$ cat src/rtl/wdt_pkg.sv
package wdt_pkg;

  localparam int unsigned CTRL_OFFSET = 32'h1C;

  localparam int BIT_RESTART  = 0;
  localparam int BIT_RST_EN   = 1;
  localparam int BIT_RST_FLAG = 2;
  localparam int BIT_INT_FLAG = 3;
  localparam int BIT_ISEL_LO  = 4;
  localparam int BIT_INT_EN   = 6;
  localparam int BIT_ENABLE   = 7;
  localparam int BIT_CSEL_LO  = 10;

  localparam logic [1:0] CSEL_DEFAULT = 2'd1;

  typedef struct packed {
    logic [1:0] csel;
    logic       enable;
    logic       int_en;
    logic [1:0] isel;
    logic       int_flag;
    logic       rst_flag;
    logic       rst_en;
  } ctrl_t;

  typedef enum logic {
    STAGE_INT = 1'b0,
    STAGE_RST = 1'b1
  } stage_t;

  function automatic ctrl_t ctrl_default(input logic keep_rst_flag);
    ctrl_t c;
    c          = '0;
    c.csel     = CSEL_DEFAULT;
    c.rst_flag = keep_rst_flag;
    return c;
  endfunction

  function automatic logic [31:0] ctrl_pack(input ctrl_t c);
    logic [31:0] w;
    w = '0;
    w[BIT_CSEL_LO +: 2] = c.csel;
    w[BIT_ENABLE]       = c.enable;
    w[BIT_INT_EN]       = c.int_en;
    w[BIT_ISEL_LO +: 2] = c.isel;
    w[BIT_INT_FLAG]     = c.int_flag;
    w[BIT_RST_FLAG]     = c.rst_flag;
    w[BIT_RST_EN]       = c.rst_en;
    return w;
  endfunction

endpackage

$ cat src/rtl/wdt_prescaler.sv
module wdt_prescaler #(
  parameter int PS_EXP0 = 0,
  parameter int PS_EXP1 = 8,
  parameter int PS_EXP2 = 11,
  parameter int PS_EXP3 = 16
) (
  input  logic       clk,
  input  logic       rst_n,
  input  logic       clr,
  input  logic       run,
  input  logic [1:0] csel,
  output logic       tick
);

  localparam int EXPS [4] = '{PS_EXP0, PS_EXP1, PS_EXP2, PS_EXP3};

  function automatic int max_exp();
    int m;
    m = 0;
    for (int i = 0; i < 4; i++) begin
      if (EXPS[i] > m) m = EXPS[i];
    end
    return m;
  endfunction

  localparam int PS_MAX = max_exp();
  localparam int PW     = (PS_MAX > 0) ? PS_MAX : 1;

  logic [PW-1:0] div_q;
  logic [PW-1:0] div_lim;

  // last count value of the selected ratio; ratio 1 gives 0, so every cycle ticks
  always_comb begin
    div_lim = PW'((64'd1 << EXPS[csel]) - 64'd1);
  end

  assign tick = run && (div_q == div_lim);

  always_ff @(posedge clk or negedge rst_n) begin
    if (!rst_n) begin
      div_q <= '0;
    end else if (clr) begin
      div_q <= '0;
    end else if (run) begin
      if (tick) div_q <= '0;
      else      div_q <= div_q + 1'b1;
    end
  end

endmodule

$ cat src/rtl/wdt_timeout.sv
module wdt_timeout
  import wdt_pkg::*;
#(
  parameter int INT_EXP_BASE = 14,
  parameter int RST_TICKS    = 1024,
  localparam int IW          = INT_EXP_BASE + 7,
  localparam int RW          = $clog2(RST_TICKS) + 1,
  localparam int CW          = (IW > RW) ? IW : RW
) (
  input  logic          clk,
  input  logic          rst_n,
  input  logic          clr,
  input  logic          tick,
  input  logic [1:0]    isel,
  input  logic          rst_en,
  output logic          int_hit,
  output logic          rst_fire,
  output logic [CW-1:0] count,
  output stage_t        stage
);

  localparam logic [CW-1:0] RST_LAST = CW'(RST_TICKS - 1);

  logic [CW-1:0] int_last;
  logic          at_int_end;
  logic          at_rst_end;

  always_comb begin
    int_last = CW'((64'd1 << (INT_EXP_BASE + 2 * int'(isel))) - 64'd1);
  end

  assign at_int_end = (stage == STAGE_INT) && (count == int_last);
  assign at_rst_end = (stage == STAGE_RST) && (count == RST_LAST);

  // a restart in the same cycle suppresses both events
  assign int_hit  = tick && !clr && at_int_end;
  assign rst_fire = tick && !clr && at_rst_end && rst_en;

  always_ff @(posedge clk or negedge rst_n) begin
    if (!rst_n) begin
      count <= '0;
      stage <= STAGE_INT;
    end else if (clr || rst_fire) begin
      count <= '0;
      stage <= STAGE_INT;
    end else if (tick) begin
      if (at_int_end) begin
        count <= '0;
        stage <= STAGE_RST;
      end else if (!at_rst_end) begin
        count <= count + 1'b1;
      end
      // at the end of the reset stage without reset enable: park at the limit
    end
  end

endmodule

$ cat src/rtl/wdt_regs.sv
module wdt_regs
  import wdt_pkg::*;
(
  input  logic        clk,
  input  logic        rst_n,
  input  logic        sys_rst,
  input  logic        wr_sel,
  input  logic [31:0] wr_data,
  input  logic        int_hit,
  input  logic        rst_fire,
  output ctrl_t       ctrl,
  output logic        restart
);

  assign restart = wr_sel && wr_data[BIT_RESTART];

  always_ff @(posedge clk or negedge rst_n) begin
    if (!rst_n) begin
      ctrl <= ctrl_default(1'b0);
    end else if (sys_rst || rst_fire) begin
      ctrl <= ctrl_default(ctrl.rst_flag || rst_fire);
    end else begin
      if (wr_sel) begin
        ctrl.csel     <= wr_data[BIT_CSEL_LO +: 2];
        ctrl.enable   <= wr_data[BIT_ENABLE];
        ctrl.int_en   <= wr_data[BIT_INT_EN];
        ctrl.isel     <= wr_data[BIT_ISEL_LO +: 2];
        ctrl.rst_en   <= wr_data[BIT_RST_EN];
        ctrl.rst_flag <= ctrl.rst_flag && !wr_data[BIT_RST_FLAG];
        ctrl.int_flag <= ctrl.int_flag && !wr_data[BIT_INT_FLAG];
      end
      // setting the flag outranks a clear in the same cycle
      if (int_hit) ctrl.int_flag <= 1'b1;
    end
  end

endmodule

$ cat src/rtl/wdt_ctrl.sv
module wdt_ctrl
  import wdt_pkg::*;
#(
  parameter int ADDR_W       = 8,
  parameter int INT_EXP_BASE = 14,
  parameter int RST_TICKS    = 1024,
  parameter int PS_EXP0      = 0,
  parameter int PS_EXP1      = 8,
  parameter int PS_EXP2      = 11,
  parameter int PS_EXP3      = 16
) (
  input  logic              clk,
  input  logic              rst_n,
  input  logic              sys_rst_i,
  input  logic [ADDR_W-1:0] addr_i,
  input  logic              wr_en_i,
  input  logic [31:0]       wr_data_i,
  output logic [31:0]       rd_data_o,
  output logic              irq_o,
  output logic              rst_req_o
);

  localparam int IW    = INT_EXP_BASE + 7;
  localparam int RW    = $clog2(RST_TICKS) + 1;
  localparam int CNT_W = (IW > RW) ? IW : RW;
  localparam logic [ADDR_W-1:0] CTRL_ADDR = ADDR_W'(CTRL_OFFSET);

  ctrl_t             ctrl;
  logic [31:0]       ctrl_word;
  logic              addr_hit;
  logic              wr_sel;
  logic              restart;
  logic              tick;
  logic              int_hit;
  logic              rst_fire;
  logic [CNT_W-1:0]  tmo_count;
  stage_t            tmo_stage;
  logic              rst_req_q;

  assign addr_hit = (addr_i == CTRL_ADDR);
  assign wr_sel   = wr_en_i && addr_hit;

  wdt_regs u_regs (
    .clk      (clk),
    .rst_n    (rst_n),
    .sys_rst  (sys_rst_i),
    .wr_sel   (wr_sel),
    .wr_data  (wr_data_i),
    .int_hit  (int_hit),
    .rst_fire (rst_fire),
    .ctrl     (ctrl),
    .restart  (restart)
  );

  wdt_prescaler #(
    .PS_EXP0 (PS_EXP0),
    .PS_EXP1 (PS_EXP1),
    .PS_EXP2 (PS_EXP2),
    .PS_EXP3 (PS_EXP3)
  ) u_presc (
    .clk   (clk),
    .rst_n (rst_n),
    .clr   (restart || sys_rst_i || rst_fire),
    .run   (ctrl.enable),
    .csel  (ctrl.csel),
    .tick  (tick)
  );

  wdt_timeout #(
    .INT_EXP_BASE (INT_EXP_BASE),
    .RST_TICKS    (RST_TICKS)
  ) u_tmo (
    .clk      (clk),
    .rst_n    (rst_n),
    .clr      (restart || sys_rst_i),
    .tick     (tick),
    .isel     (ctrl.isel),
    .rst_en   (ctrl.rst_en),
    .int_hit  (int_hit),
    .rst_fire (rst_fire),
    .count    (tmo_count),
    .stage    (tmo_stage)
  );

  always_ff @(posedge clk or negedge rst_n) begin
    if (!rst_n) rst_req_q <= 1'b0;
    else        rst_req_q <= rst_fire;
  end

  assign ctrl_word = ctrl_pack(ctrl);
  assign rd_data_o = addr_hit ? ctrl_word : 32'd0;
  assign irq_o     = ctrl.int_flag && ctrl.int_en;
  assign rst_req_o = rst_req_q;

endmodule

$ cat config.mk
export PLATFORM = sky130hd
export DESIGN_NAME = wdt_ctrl
export DESIGN_NICKNAME = d
export VERILOG_FILES = /design/src/rtl/wdt_pkg.sv /design/src/rtl/wdt_prescaler.sv /design/src/rtl/wdt_timeout.sv /design/src/rtl/wdt_regs.sv /design/src/rtl/wdt_ctrl.sv
export SDC_FILE = /design/constraint.sdc
export NUM_CORES = 1
export LEC_CHECK = 0
export BUFFER_PORTS_ARGS = -buffer_cell sky130_fd_sc_hd__buf_2
export CORE_MARGIN = 2
export CORE_UTILIZATION = 59
export CTS_BUF_LIST = sky130_fd_sc_hd__clkbuf_8
export DETAILED_ROUTE_END_ITERATION = 7
export PLACE_DENSITY = 0.86
export SYNTH_ARGS = -nofsm -noshare
export SYNTH_HDL_FRONTEND = slang
export SYNTH_SLANG_ARGS = --single-unit
$ cat constraint.sdc
create_clock -name clk -period 7.6 [get_ports clk]
set_input_delay 0.38 -clock clk [delete_from_list [all_inputs] [get_ports clk]]
set_output_delay 0.38 -clock clk [all_outputs]
set_load 0.1 [all_outputs]
Yosys cells after proc, flatten, opt, wreduce, memory -nomap -nowiden
Cells that the tools add are included.
- flip-flop bits (word level): 48
- bits of input ports: 44
- output and inout port bits: 34
- word-level logic and storage cells: 69
- add/sub/neg operators: 5
- $lt $le $gt $ge: 1
- eq/ne operators: 5
- shifts and indexed selects: 2
- multiplexer cells: 17
- bitwise logic cells: 2
- reduce and logical (&&, ||, !) cells: 26
- operators by type and width (kind ; number):
    21-bit two-way mux ; 4
    32-bit binary-select mux with 2-bit select ; 1
    32-bit two-way mux ; 2
    16-bit two-way mux ; 3
    1-bit by 32-bit << shifter with 16-bit output (first input constant) ; 1
    1-bit by 32-bit << shifter with 21-bit output (first input constant) ; 1
    21-bit by 1-bit adder with 21-bit output (second input constant) ; 1
    21-bit by 10-bit equality test with 1-bit output (second input constant) ; 1
    21-bit equality test ; 1
    21-bit by 1-bit subtractor with 21-bit output (second input constant) ; 1
    9-bit two-way mux ; 2
    16-bit by 1-bit adder with 16-bit output (second input constant) ; 1
    16-bit equality test ; 1
    16-bit by 1-bit subtractor with 16-bit output (second input constant) ; 1
    1-bit logical AND ; 12
    12-bit two-way mux ; 1
    8-bit by 5-bit equality test with 1-bit output (second input constant) ; 1
    2-bit nonzero test ; 4
    4-bit by 3-bit adder with 5-bit output (first input constant) ; 1
    1-bit logical OR ; 4
    1-bit two-way mux ; 4
    2-bit AND reduction ; 2
    3-bit greater-or-equal comparator (second input constant) ; 1
    1-bit logical NOT ; 3
    4 further kinds ; 4

Logic depth before layout (Yosys ltp)
- depth after elaboration: 14
- depth in mapped cells: 10
- gate-level depth less buffers: 7

Cells and area by module
A second synthesis with hierarchy kept.
- cells, all modules: 371
- area total of the unflattened synthesis: 3328.2 um^2
- modules (own cells, without submodules) (module ; instances ; cells an instance ; area an instance (um^2) ; seq. area each (um^2)):
    wdt_timeout ; 1 ; 173 ; 1515.2 ; 550.5
    wdt_prescaler ; 1 ; 114 ; 1033.5 ; 400.4
    wdt_ctrl ; 1 ; 52 ; 399.1 ; 25.0
    wdt_regs ; 1 ; 32 ; 380.4 ; 226.5

Least setup slack after synthesis
OpenSTA, ideal clock, no wires.
- kind: flip-flop to flip-flop
- start point: reg, netlist name u_regs.ctrl[8]
- end point: reg u_tmo.count[13]
- setup time: 92 ps
- arrival time: 2463 ps
- required time: 7508 ps
- setup slack: 5045 ps
- cell stages (with the launch flop): 10
- path buffers: 3
- period minus slack after synthesis: 2555 ps
- cell sequence: dfrtp_1 > buf_2 > and3b_1 > or4_4 > a221o_1 > buf_6 > nor4_4 > buf_6 > nand2_2 > o31ai_2
- cells in the longest elaborated chain, start to end: 14
- elaborated cells on any way between the ends: 16
- classes of those cells: add/sub: 1; eq/ne: 2; shift: 1; mux: 4; bitwise: 1; reduce/logical: 7
- RTL lines (what ; line ; source):
    2-bit inverter with 3-bit output (not written as such) (*) ; wdt_prescaler.sv:34 ; div_lim = PW'((64'd1 << EXPS[csel]) - 64'd1);
    32-bit binary-select mux with 2-bit select (*) ; wdt_prescaler.sv:34 ;
    32-bit two-way mux (not written as such) (*) (2 in series) ; wdt_prescaler.sv:34 ;
    1-bit by 32-bit << shifter with 16-bit output (*) ; wdt_prescaler.sv:34 ;
    16-bit by 1-bit subtractor with 16-bit output (*) ; wdt_prescaler.sv:34 ;
    16-bit equality test (*) ; wdt_prescaler.sv:37 ; assign tick = run && (div_q == div_lim);
    1-bit logical AND (*) ; wdt_prescaler.sv:37 ;
    1-bit logical AND (3 in series) ; wdt_timeout.sv:37 ; assign rst_fire = tick && !clr && at_rst_end && rst_en;
    1-bit logical OR ; wdt_timeout.sv:43 ; end else if (clr || rst_fire) begin
    3-bit by 2-bit inequality test with 1-bit output (no source line) or 2-bit nonzero test (tied branches) ; n/a ;
    2-bit AND reduction (no source line) ; n/a ;
    end signal: assignment ; wdt_timeout.sv:51 ; count <= count + 1'b1;
    end: declaration ; wdt_timeout.sv:18 ; output logic [CW-1:0] count,
Mark *: on every way between the ends. The rest lies on a longest branch, timed or not. The select of a mux whose other input is x is not followed.
A chain may end at the register's enable or synchronous reset.

Worst setup path after layout
- start point: reg, netlist name u_regs.ctrl[8]
- end point: reg u_tmo.count[18]
- cells in the longest elaborated chain, start to end: 14
- elaborated cells on any way between the ends: 16
- classes of those cells: add/sub: 1; eq/ne: 2; shift: 1; mux: 4; bitwise: 1; reduce/logical: 7
- RTL lines (what ; line):
    2-bit inverter with 3-bit output (not written as such) (*) ; wdt_prescaler.sv:34
    32-bit binary-select mux with 2-bit select (*) ; wdt_prescaler.sv:34
    32-bit two-way mux (not written as such) (*) (2 in series) ; wdt_prescaler.sv:34
    1-bit by 32-bit << shifter with 16-bit output (*) ; wdt_prescaler.sv:34
    16-bit by 1-bit subtractor with 16-bit output (*) ; wdt_prescaler.sv:34
    16-bit equality test (*) ; wdt_prescaler.sv:37
    1-bit logical AND (*) ; wdt_prescaler.sv:37
    1-bit logical AND (3 in series) ; wdt_timeout.sv:37
    1-bit logical OR ; wdt_timeout.sv:43
    3-bit by 2-bit inequality test with 1-bit output (no source line) or 2-bit nonzero test (tied branches) ; n/a
    2-bit AND reduction (no source line) ; n/a
Marks and branches as above.

==> impl_results.md <==
- Status: complete, no violations
- Vias in the first global route: 2482
- Final WL: 6.27 mm
- Total CTS buffers: 5
- Setup Fix Bufs, Post-CTS: 0
- Final Cell Area: 3200 µm²
- Drt pass-1 iters: 5
- Pin count of the biggest net entering global routing: 49
- Async SR Flop Fraction: 100%
- Fin crit share: 40.9%
- Fillers: 396
- Max cap viols: 0
- Top FF cell, synth: dfrtp_1
- Worst-Skew Late Latency: 0.30 ns
- FF+latch area: 1200 µm²
- Final setup TNS: 0 ns
- Die area: 5660 µm²
- Grt met1 use: 33.4%
- Die Span Y: 75.2 µm
- Gr usage total: 24.7%
- Initial Util: 62.2%
- DIE WIDTH: 75.2 µm
- Area of the mapped netlist: 2990 µm²
- Critical path arrival: 3.33 ns
- Combinational power share: 14.4%
- Synth cell count leaders: 47 x dfrtp_1, 41 x nand2_1, 39 x nor2_1
- Pleak: 0.00147 µW
- Type of the worst min-delay path: in2async
- Worst-path fanout max: 16
- CP endpoint kind: flip-flop
- Clk_skew: 0.00801 ns
- DR vias: 2645
- Layout cells sized above 1: 13.9%
- Most numerous cell in the Yosys netlist: dfrtp_1
- Reg power frac: 50.1%
- Post-DP Area: 3100 µm²
- Final net count: 421
- Worst endpoint required time: 7.82 ns
- M3 GR Usage: 4.02%
- # DRC: 0
- P&R area growth vs syn: 7.02%
- CP Cell Sequence: and3b_1 > or4_4 > a221o_1 > nor4_4 > a41oi_1 > a31oi_1
- Switching power share of the total: 29.6%
- CP max stage cell: nor4_4
- CTS H-tree depth: 2
- Busiest grt layer: met2
- Final Setup Violations: 0
- Vias per Instance: 5.98
- TritonCTS clock tree: built
- Detailed Route Iter0 Violations: 158
- Placer Congestion: 0.970
- CP startpoint kind: flip-flop
- Gate Count Post-Synth: 350
- N_diodes: 0
- Slew margin rel.: 30.4%
- Post-DR wirelength/cell: 14.2 µm
- Clk slew on worst S/H paths: 0.09 ns
- Clock Path Buffers: 2
- Port bufs: 32
- Core Footprint: 4820 µm²
- Unrepaired setup endpoints after global routing: no
- Initial antenna violation count: 0
- Rows: 25
- Synth top area cells: dfrtp_1 39%, buf_4 5.8%, nand2_1 5.1%, nor2_1 4.9%, nand3_1 3.8%
- Psw: 151 µW
- Total internal power: 359 µW
- Sequential share of the synthesized area: 40.2%
- # hold bufs at CTS: 0
- Yosys cell types: 55
- Synth Warn #: 0
- Worst IR drop on VDD: 0.109 mV
- Mapped Avg Cell Area: 8.55 µm²
- Area leader, netlist: dfrtp_1
- Max Fclk: 322 MHz
- M2 GR Usage: 41.1%
- Final Max Tran Viols: 0
- Final antenna-violating net count: 0
- Power Density: 159 nW/µm²
- Clock power frac: 35.5%
- Post-layout minimum cycle time: 3.11 ns
- First-pass GRT wire length: 11.0 mm
- Crit-path max cell delay: 0.85 ns
- EDFF count, synth: 0
- FF+latch count, synth: 48
- HPWL Detailed: 4.48 mm
- Clk sink count: 48
- Slew of the pin with the lowest slew margin: 1.04 ns
- GR Overflow Total: 0
- CP Class: reg2reg
- Top cell type's share of synthesized area: 39.3%
- I/O Pins: 78
- Area of the multi-input gates: 1590 µm²
- Post_cts resized: 0
- Hold Violations, Final: 0
- Final core area utilization: 66.5%
- Root Buffer Master: clkbuf_8
## metal layers
layer	part of all wire, %	routed length, µm
met2	49	3060
met3	5.9	373
met5	0	0
met1	44	2750
met4	1.4	85
## path summary, 6_finish.rpt
check	depth (start not counted)	to	slack (ns)	startpoint
setup / recovery	6	u_tmo.count[18]$_DFFE_PN0P_	4.49	u_regs.ctrl[8]$_DFFE_PN0P_
hold / removal	1	u_tmo.count[6]$_DFFE_PN0P_	0.26	rst_n
setup reg to reg	6	u_tmo.count[18]$_DFFE_PN0P_	4.49	u_regs.ctrl[8]$_DFFE_PN0P_
hold reg to reg	1	u_tmo.count[9]$_DFFE_PN0P_	0.51	u_tmo.count[9]$_DFFE_PN0P_
max in group asynchronous	1	u_regs.ctrl[2]$_DFFE_PN0P_	6.70	rst_n
min in group clk	3	u_regs.ctrl[8]$_DFFE_PN0P_	0.34	wr_data_i[11]
## cell type report
class | instances | area share [%]
inverters | 7 | 0.820
flip-flops and latches | 48 | 37.5
clock inverters | 3 | 1.21
multi-input cells | 276 | 49.7
well taps | 67 | 2.62
clock buffers | 5 | 2.15
repair buffers | 36 | 5.94
## kinds of logic (layout without fill, tap and decap cells)
| family | count (synthesis) | after routing | share of synthesized area, % |
|---|---|---|---|
| xor gates and xnor gates | 13 | 13 | 3.80 |
| buffers and inverters | 48 | 51 | 9.53 |
| DFF | 48 | 48 | 40.2 |
| muxes | 2 | 2 | 0.710 |
| adders and majority gates | 3 | 3 | 1.25 |
| AOI/OAI and AO/OA | 70 | 70 | 16.0 |
| other | 1 | 23 | 0.125 |
| and+or+nand+nor | 165 | 165 | 28.4 |
## critical path, delay by kind of cell, from the launching register on
kind / cells / cell delay, ns
AND/OR/NAND/NOR: 3 / 1.60
AO/OA/AOI/OAI: 3 / 0.95
flip-flops: 1 / 0.48
## registers in the layout, summed over array words and instances, names as in the netlist
signal	count
rst_req_o	1
u_tmo.count	21
u_regs.ctrl	9
u_presc.div_q	16
u_tmo.stage	1
## placed cells by master, fill, tap and decap left out, drive strengths merged, types with 3 or more instances in the layout
| cell | synthesis | routed |
|---|---|---|
| nor4 | 9 | 9 |
| clkbuf | 13 | 5 |
| nand2 | 42 | 42 |
| ha | 3 | 3 |
| or3 | 3 | 3 |
| a31oi | 16 | 16 |
| a41oi | 5 | 5 |
| nand3 | 23 | 23 |
| nor2 | 39 | 39 |
| dfrtp | 47 | 47 |
| xor2 | 6 | 6 |
| nor3 | 7 | 7 |
| xnor2 | 7 | 7 |
| nand2b | 5 | 5 |
| a21oi | 15 | 15 |
| buf | 28 | 36 |
| and3 | 17 | 17 |
| inv | 7 | 8 |
| o211ai | 3 | 3 |
| nand4 | 10 | 10 |
| conb | 1 | 23 |
| o21ai | 10 | 10 |
| a221o | 3 | 3 |
## power by group through the flow
stage	Sequential [µW]	Combinational (µW)	Clock (µW)
after global placement	261	72.8	0
after floorplan	261	68.6	0
after global routing	256	77.3	192
after detailed placement	261	73.2	0
after CTS	256	73.3	184
final	256	73.2	181
## through the flow
step | hold WS (ns) | setup slack [ns] | total power, µW | std cells
after CTS | 0.306 | 4.53 | 513 | 442
after floorplan | 0.0844 | 5.05 | 329 | 372
after detailed placement | 0.493 | 4.56 | 334 | 434
final | 0.260 | 4.49 | 510 | 442
after global routing | 0.355 | 4.34 | 525 | 442
after global placement | 0.466 | 4.63 | 334 | 434
Note: power is estimated with default switching activity, not from simulation.
